<file path="config.mk">
export PLATFORM = sky130hd
export DESIGN_NAME = servo_rate_divider
export DESIGN_NICKNAME = d
export VERILOG_FILES = /design/src/rtl/pdec_pkg.sv /design/src/rtl/pdec_datapath.sv /design/src/rtl/pdec_control.sv /design/src/rtl/servo_rate_divider.sv
export SDC_FILE = /design/constraint.sdc
export NUM_CORES = 1
export LEC_CHECK = 0
export BUFFER_PORTS_ARGS = -buffer_cell sky130_fd_sc_hd__buf_2
export CAP_MARGIN = 0
export CORE_ASPECT_RATIO = 1.2
export CORE_MARGIN = 5
export CORE_UTILIZATION = 47
export CTS_CLUSTER_DIAMETER = 100
export DETAILED_ROUTE_END_ITERATION = 10
export GPL_TIMING_DRIVEN = 0
export PLACE_DENSITY = 0.74
export SETUP_SLACK_MARGIN = 0.05
export SYNTH_ARGS = -nofsm -noshare
export SYNTH_HDL_FRONTEND = slang
export SYNTH_SLANG_ARGS = --single-unit
</file>
<file path="constraint.sdc">
create_clock -name clk -period 6.25 [get_ports clk]
set_input_delay 0.3125 -clock clk [delete_from_list [all_inputs] [get_ports clk]]
set_output_delay 0.3125 -clock clk [all_outputs]
set_load 0.02 [all_outputs]
</file>
<file path="src/rtl/pdec_pkg.sv">
package pdec_pkg;

  typedef enum logic [1:0] {
    ST_IDLE  = 2'd0,
    ST_PASS  = 2'd1,
    ST_BLOCK = 2'd2
  } gateState_t;

  typedef struct packed {
    logic openGate;
    logic closeGate;
    logic armWindow;
  } gateCmd_t;

endpackage

</file>
<file path="src/rtl/pdec_datapath.sv">
module pdec_datapath
  import pdec_pkg::*;
#(
  parameter int SYNC_STAGES = 2,
  parameter int WIN_W       = 24
) (
  input  logic             clk,
  input  logic             rst,
  input  logic             pulseIn,
  input  logic [WIN_W-1:0] windowTicks,
  input  gateCmd_t         cmd,
  output logic             syncLevel,
  output logic             riseSeen,
  output logic             fallSeen,
  output logic             winActive,
  output logic             pulseOut
);

  localparam int LAST_STAGE = SYNC_STAGES - 1;

  logic [SYNC_STAGES-1:0] syncChain;
  logic                   lastLevel;
  logic [WIN_W-1:0]       winCount;
  logic                   outReg;

  genvar g;
  generate
    for (g = 0; g < SYNC_STAGES; g++) begin : g_sync
      if (g == 0) begin : g_first
        always_ff @(posedge clk) begin
          if (rst) syncChain[0] <= 1'b0;
          else     syncChain[0] <= pulseIn;
        end
      end else begin : g_next
        always_ff @(posedge clk) begin
          if (rst) syncChain[g] <= 1'b0;
          else     syncChain[g] <= syncChain[g-1];
        end
      end
    end
  endgenerate

  assign syncLevel = syncChain[LAST_STAGE];

  always_ff @(posedge clk) begin
    if (rst) lastLevel <= 1'b0;
    else     lastLevel <= syncLevel;
  end

  assign riseSeen = syncLevel & ~lastLevel;
  assign fallSeen = ~syncLevel & lastLevel;

  // lockout down-counter, loaded once per forwarded pulse
  always_ff @(posedge clk) begin
    if (rst)                  winCount <= '0;
    else if (cmd.armWindow)   winCount <= windowTicks;
    else if (winCount != '0)  winCount <= winCount - 1'b1;
  end

  assign winActive = (winCount != '0);

  always_ff @(posedge clk) begin
    if (rst)                outReg <= 1'b0;
    else if (cmd.openGate)  outReg <= 1'b1;
    else if (cmd.closeGate) outReg <= 1'b0;
  end

  assign pulseOut = outReg;

endmodule

</file>
<file path="src/rtl/pdec_control.sv">
module pdec_control
  import pdec_pkg::*;
(
  input  logic     clk,
  input  logic     rst,
  input  logic     riseSeen,
  input  logic     fallSeen,
  input  logic     winActive,
  output gateCmd_t cmd
);

  gateState_t state, nextState;

  always_ff @(posedge clk) begin
    if (rst) state <= ST_IDLE;
    else     state <= nextState;
  end

  always_comb begin
    nextState = state;
    cmd       = '0;
    unique case (state)
      ST_IDLE: begin
        if (riseSeen) begin
          if (!winActive) begin
            cmd.openGate = 1'b1;
            nextState    = ST_PASS;
          end else begin
            nextState    = ST_BLOCK;
          end
        end
      end
      ST_PASS: begin
        if (fallSeen) begin
          cmd.closeGate = 1'b1;
          cmd.armWindow = 1'b1;
          nextState     = ST_IDLE;
        end
      end
      ST_BLOCK: begin
        if (fallSeen) nextState = ST_IDLE;
      end
      default: nextState = ST_IDLE;
    endcase
  end

endmodule

</file>
<file path="src/rtl/servo_rate_divider.sv">
module servo_rate_divider
  import pdec_pkg::*;
#(
  parameter int SYNC_STAGES = 2,
  parameter int WIN_W       = 24
) (
  input  logic             clk,
  input  logic             rst,
  input  logic             pulseIn,
  input  logic [WIN_W-1:0] windowTicks,
  output logic             pulseOut
);

  gateCmd_t cmd;
  logic     syncLevel;
  logic     riseSeen;
  logic     fallSeen;
  logic     winActive;

  pdec_datapath #(
    .SYNC_STAGES(SYNC_STAGES),
    .WIN_W      (WIN_W)
  ) u_dp (
    .clk        (clk),
    .rst        (rst),
    .pulseIn    (pulseIn),
    .windowTicks(windowTicks),
    .cmd        (cmd),
    .syncLevel  (syncLevel),
    .riseSeen   (riseSeen),
    .fallSeen   (fallSeen),
    .winActive  (winActive),
    .pulseOut   (pulseOut)
  );

  pdec_control u_ctl (
    .clk      (clk),
    .rst      (rst),
    .riseSeen (riseSeen),
    .fallSeen (fallSeen),
    .winActive(winActive),
    .cmd      (cmd)
  );

endmodule

</file>
== After elaboration in Yosys (flattened, before gate mapping) ==
Cells that the tools add are included.

* Word-level logic and storage cells: 34
* Bits in registers: 30

* Eq/ne operators: 4
* Add/sub/neg operators: 1
* Reduce and logical (&&, ||, !) cells: 6
* Bitwise logic cells: 4
* Multiplexer cells: 13

{| class="wikitable"
|+ Operator list
! kind !! count
|-
| two-way mux 24 bit || 2
|-
| nonzero test 24 bit || 1
|-
| subtractor 24 x 1 -> 24 bit (second input constant) || 1
|-
| two-way mux 2 bit || 5
|-
| two-way mux 1 bit || 5
|-
| case mux 2 bit (2 select lines) || 1
|-
| nonzero test 2 bit || 2
|-
| AND 1 bit || 2
|-
| == test 2 x 1 -> 1 bit (second input constant) || 1
|-
| == test 2 bit (second input constant) || 1
|-
| zero test 2 bit || 1
|-
| != test 2 x 1 -> 1 bit (second input constant) || 1
|-
| != test 2 bit (second input constant) || 1
|-
| NOT 1 bit || 2
|-
| AND reduction 2 bit || 1
|-
| OR reduction 2 bit || 1
|}

== Logic depth before layout (Yosys ltp) ==
* Depth in word-level cells: 6
* Gate-level depth with buffers: 9
* Depth with buffers taken out: 7

== Hierarchy ==
From an unflattened synthesis, not the netlist that was laid out.

* Cell total of the unflattened synthesis: 202
* Area, all modules: 1647.8 um^2

{| class="wikitable"
|+ Modules (own cells, without submodules)
! module !! cells an instance !! area each (um^2) !! sequential area each (um^2) !! times used
|-
| pdec_datapath || 182 || 1473.9 || 560.5 || 1
|-
| pdec_control || 20 || 173.9 || 40.0 || 1
|}

== Worst setup path after synthesis ==
No wires, ideal clock.

* Path kind: register to register
* From: register u_dp.winCount[0]
* To: register u_dp.winCount[10]
* Slack: 4149 ps
* Path buffers: 1
* Setup time: 115 ps
* Cell stages (with the launch flop): 9
* Arrival: 1986 ps
* Cell sequence: dfxtp_1 -> inv_1 -> ha_1 -> or4b_2 -> nor4_4 -> nand3_4 -> nand2_4 -> buf_12 -> o21ai_2

* Word-level cells in the longest chain between the ends: 3

{| class="wikitable"
|+ Ends and longest elaborated chain
! item !! line !! RTL
|-
| from (decl) || pdec_datapath.sv:23 || <nowiki>logic [WIN_W-1:0] winCount;</nowiki>
|-
| from (signal assigned) || pdec_datapath.sv:56 || <nowiki>else if (cmd.armWindow) winCount <= windowTicks;</nowiki>
|-
| from (signal assigned) || pdec_datapath.sv:57 || <nowiki>else if (winCount != '0) winCount <= winCount - 1'b1;</nowiki>
|-
| subtractor 24 x 1 -> 24 bit || pdec_datapath.sv:57 ||
|-
| two-way mux 24 bit || pdec_datapath.sv:57 ||
|-
| two-way mux 24 bit || pdec_datapath.sv:56 ||
|}

Parallel ways exist; a longest one is shown, timed or not. The select of a mux whose other input is x is not followed.
A chain may end at the register's enable or synchronous reset.

== Final worst setup path ==
Ends and elaborated chain as after synthesis.

==> metrics.txt <==
Max Clock Skew=approximately 0.0077 ns; # Post-CTS Setup Buffers=0; Layout fillers=319; largest cells by area after synthesis=dfxtp_1 36%, xnor2_1 7.8%, nand2_1 5.4%; clk slew on worst S/H paths=approximately 0.06 ns; max-slew violations=0; leakage=0.755 nW; adder-cell area share of the yosys netlist=2.98%; # diodes=0; # hold bufs at CTS=0; DP Worst Slack=3.89 ns; H-tree depth=2; GPL Wtd Cong=a little under 0.8; Core Rows=23; Yosys top cell by area=dfxtp_1; number of buffers created by CTS=5; Starting Density=49.4%; Finish-stage setup viols=0; router iterations before antenna repair=4; fin crit period=2.35 ns; area of the multi-input gates=1020 um^2; f_max=425 MHz; first-pass GRT wire length=between 5000 and 6000 um; VDD IR max=a little over 300 uV; core area=3400 um^2; Setup TNS Final=0 ns; Syn Inst Count=about 190; Iteration-0 DRC Markers=47; clk sinks=30; hold crit path type=in -> reg; compound-cell area share of the yosys netlist=16.2%; Die ar.=about 5000 um^2; layout cells sized above 1=25.7%; most numerous cell in the Yosys netlist=dfxtp_1; syn nets=222; Post-route DRC=0; EDFF count, synth=0; register area=601 um^2; HPWL after DPL=about 2600 um; Post-CTS Resized=0; wire per inst=13.4 um; crit path DAT=2.53 ns; Yosys warning count=0; register bit count reported by yosys=30; max-cap viol count=0; R2R setup slack=3.90 ns; clk buf depth=2; RSZ-0062 raised after global routing=no; Data required, critical path=6.43 ns; die height=75.5 um; Worst slew margin=53.9%; mux contribution to synthesized area=0.597%; Cells after DPL=about 260; CP max FO=10; Layout area overhead=16.3%; Worst-Skew Late Latency=0.29 ns; top post-synthesis cells by count=30 x dfxtp_1, 24 x nand2_1, 21 x nor2_1; Final nets=around 260; worst slew pin tran=0.681 ns; DR vias/cell=5.41; Async SR Flop Fraction=0%; Total GRT Usage=16.0%; post-synth top area share=between 30% and 40%; PwrDens=604 nW/um^2; post-synthesis sequential area ratio=35.8%; setup ws final=3.90 ns; final-report hold violation count=0; Distinct cells, synth=44; CTS tree=done; I/O Pins=28; Routed WL=3520 um; CTS root buf=clkbuf_8; Crit. End Element=flop; Post-Synth Simple-Gate Area=31.9%; Final Non-Filler Cells=263; GRT Residual Overflow=0; status=finished clean; startpoint class of the critical path=flop; Synth Flop Type=dfxtp_1; count of port buffers added during placement=27; syn avg cell area=8.78 um^2; final period utilization=37.6%; Synth Area in XOR/XNOR=under 10%; via count=1424; pin count of the biggest net entering global routing=11; vias in the first global route=1325; initial antenna violation count=0; die width=64.5 um; Crit Path Category=reg -> reg; Final ANT Viol Nets=0; largest family of logic cells by synthesized area=simple AND/OR/NAND/NOR gates; Post-Syn Area=1680 um^2
-- layout by cell type (no fill, tap or decap), types with 2 or more instances in the layout --
| cell type | n |
|---|---|
| o21ai_0 | 2 |
| ha_1 | 4 |
| a311oi_1 | 2 |
| nor4_4 | 3 |
| clkbuf_1 | 5 |
| a211oi_1 | 5 |
| a22o_1 | 3 |
| nor2_1 | 21 |
| nand3b_1 | 2 |
| clkbuf_8 | 6 |
| nor4_1 | 8 |
| nand2b_1 | 2 |
| o31ai_1 | 2 |
| or4_4 | 2 |
| buf_2 | 27 |
| nor4b_1 | 2 |
| nor3_1 | 11 |
| dfxtp_1 | 30 |
| xnor2_1 | 15 |
| o21ai_2 | 10 |
| nor2b_1 | 3 |
| nand3_1 | 2 |
| nand2_1 | 24 |
| a21oi_1 | 5 |
| a31oi_1 | 2 |
| xor2_1 | 2 |
| inv_1 | 6 |
-- sequential cells by signal (all words and copies together), names as in the netlist --
| name | flops |
|---|---|
| u_dp.syncChain | 1 |
| u_dp.winCount | 24 |
| u_ctl.state | 2 |
| u_dp.syncLevel | 1 |
| u_dp.lastLevel | 1 |
| u_dp.pulseOut | 1 |
-- where the power goes --
part | switching, mW | internal (mW) | total, mW
Combinational | 0.360 | 0.304 | 0.663
Clock | 0.0733 | 0.0887 | 0.162
Sequential | 0.0874 | 0.265 | 0.353
-- per-stage QoR --
| stage | power [mW] | util (%) | hold slack [ns] | instance area (um^2) |
|---|---|---|---|---|
| 6_report | 1.18 | 57.4 | 0.221 | 1950 |
| 5_1_grt | 1.26 | 57.4 | 0.221 | 1950 |
| 4_1_cts | 1.19 | 57.4 | 0.215 | 1950 |
| 3_5_place_dp | 1.02 | 54.8 | 0.431 | 1860 |
| 3_3_place_gp | 1.01 | 54.8 | 0.415 | 1860 |
| 2_1_floorplan | 0.909 | - | 0.414 | 1680 |
-- cell families (layout without fill, tap and decap cells) --
family	Yosys count	count (layout)
compound gates	36	36
xor+xnor	17	17
fa+ha+maj	4	4
buf+inv	12	47
flops	30	30
mux	1	1
simple gates	91	91
-- path summary, 6_finish.rpt --
kind,to,start,cells after the start
setup / recovery,u_dp.winCount[10]$_SDFFE_PP0P_,u_dp.winCount[0]$_SDFFE_PP0P_,8
hold / removal,u_dp.winCount[9]$_SDFFE_PP0P_,windowTicks[9],3
setup reg to reg,u_dp.winCount[10]$_SDFFE_PP0P_,u_dp.winCount[0]$_SDFFE_PP0P_,8
hold reg to reg,u_dp.syncLevel$_SDFF_PP0_,u_dp.syncChain[0]$_SDFF_PP0_,1
-- routing by layer --
metal	global-route usage [%]	wire length [um]	vias to the layer above
met1	18.2	1620	639
li1	-	-	752
met4	10.6	101	0
met2	26.8	1630	26
met3	4.28	164	7
met5	0	0	-
-- worst max-delay path, stage by stage (launching register included) --
cell     delay (ns)
dfxtp_1        0.35
inv_1          0.13
ha_1           0.18
or4b_2         0.62
nor4_4         0.42
nand3_4        0.20
nand2_4        0.14
buf_12         0.14
o21ai_2        0.06
-- cell type report --
cell class                 count  share of cell area, %
tap                           37                   2.37
buffer                         6                   1.99
clock inverter                 1                  0.257
clock buffer                   7                   4.43
multi-input combinational    149                   52.1
sequential                    30                   30.8
inverter                       6                   1.15
timing repair buffer          27                   6.93
No activity file was read; power rests on OpenSTA's default activity.
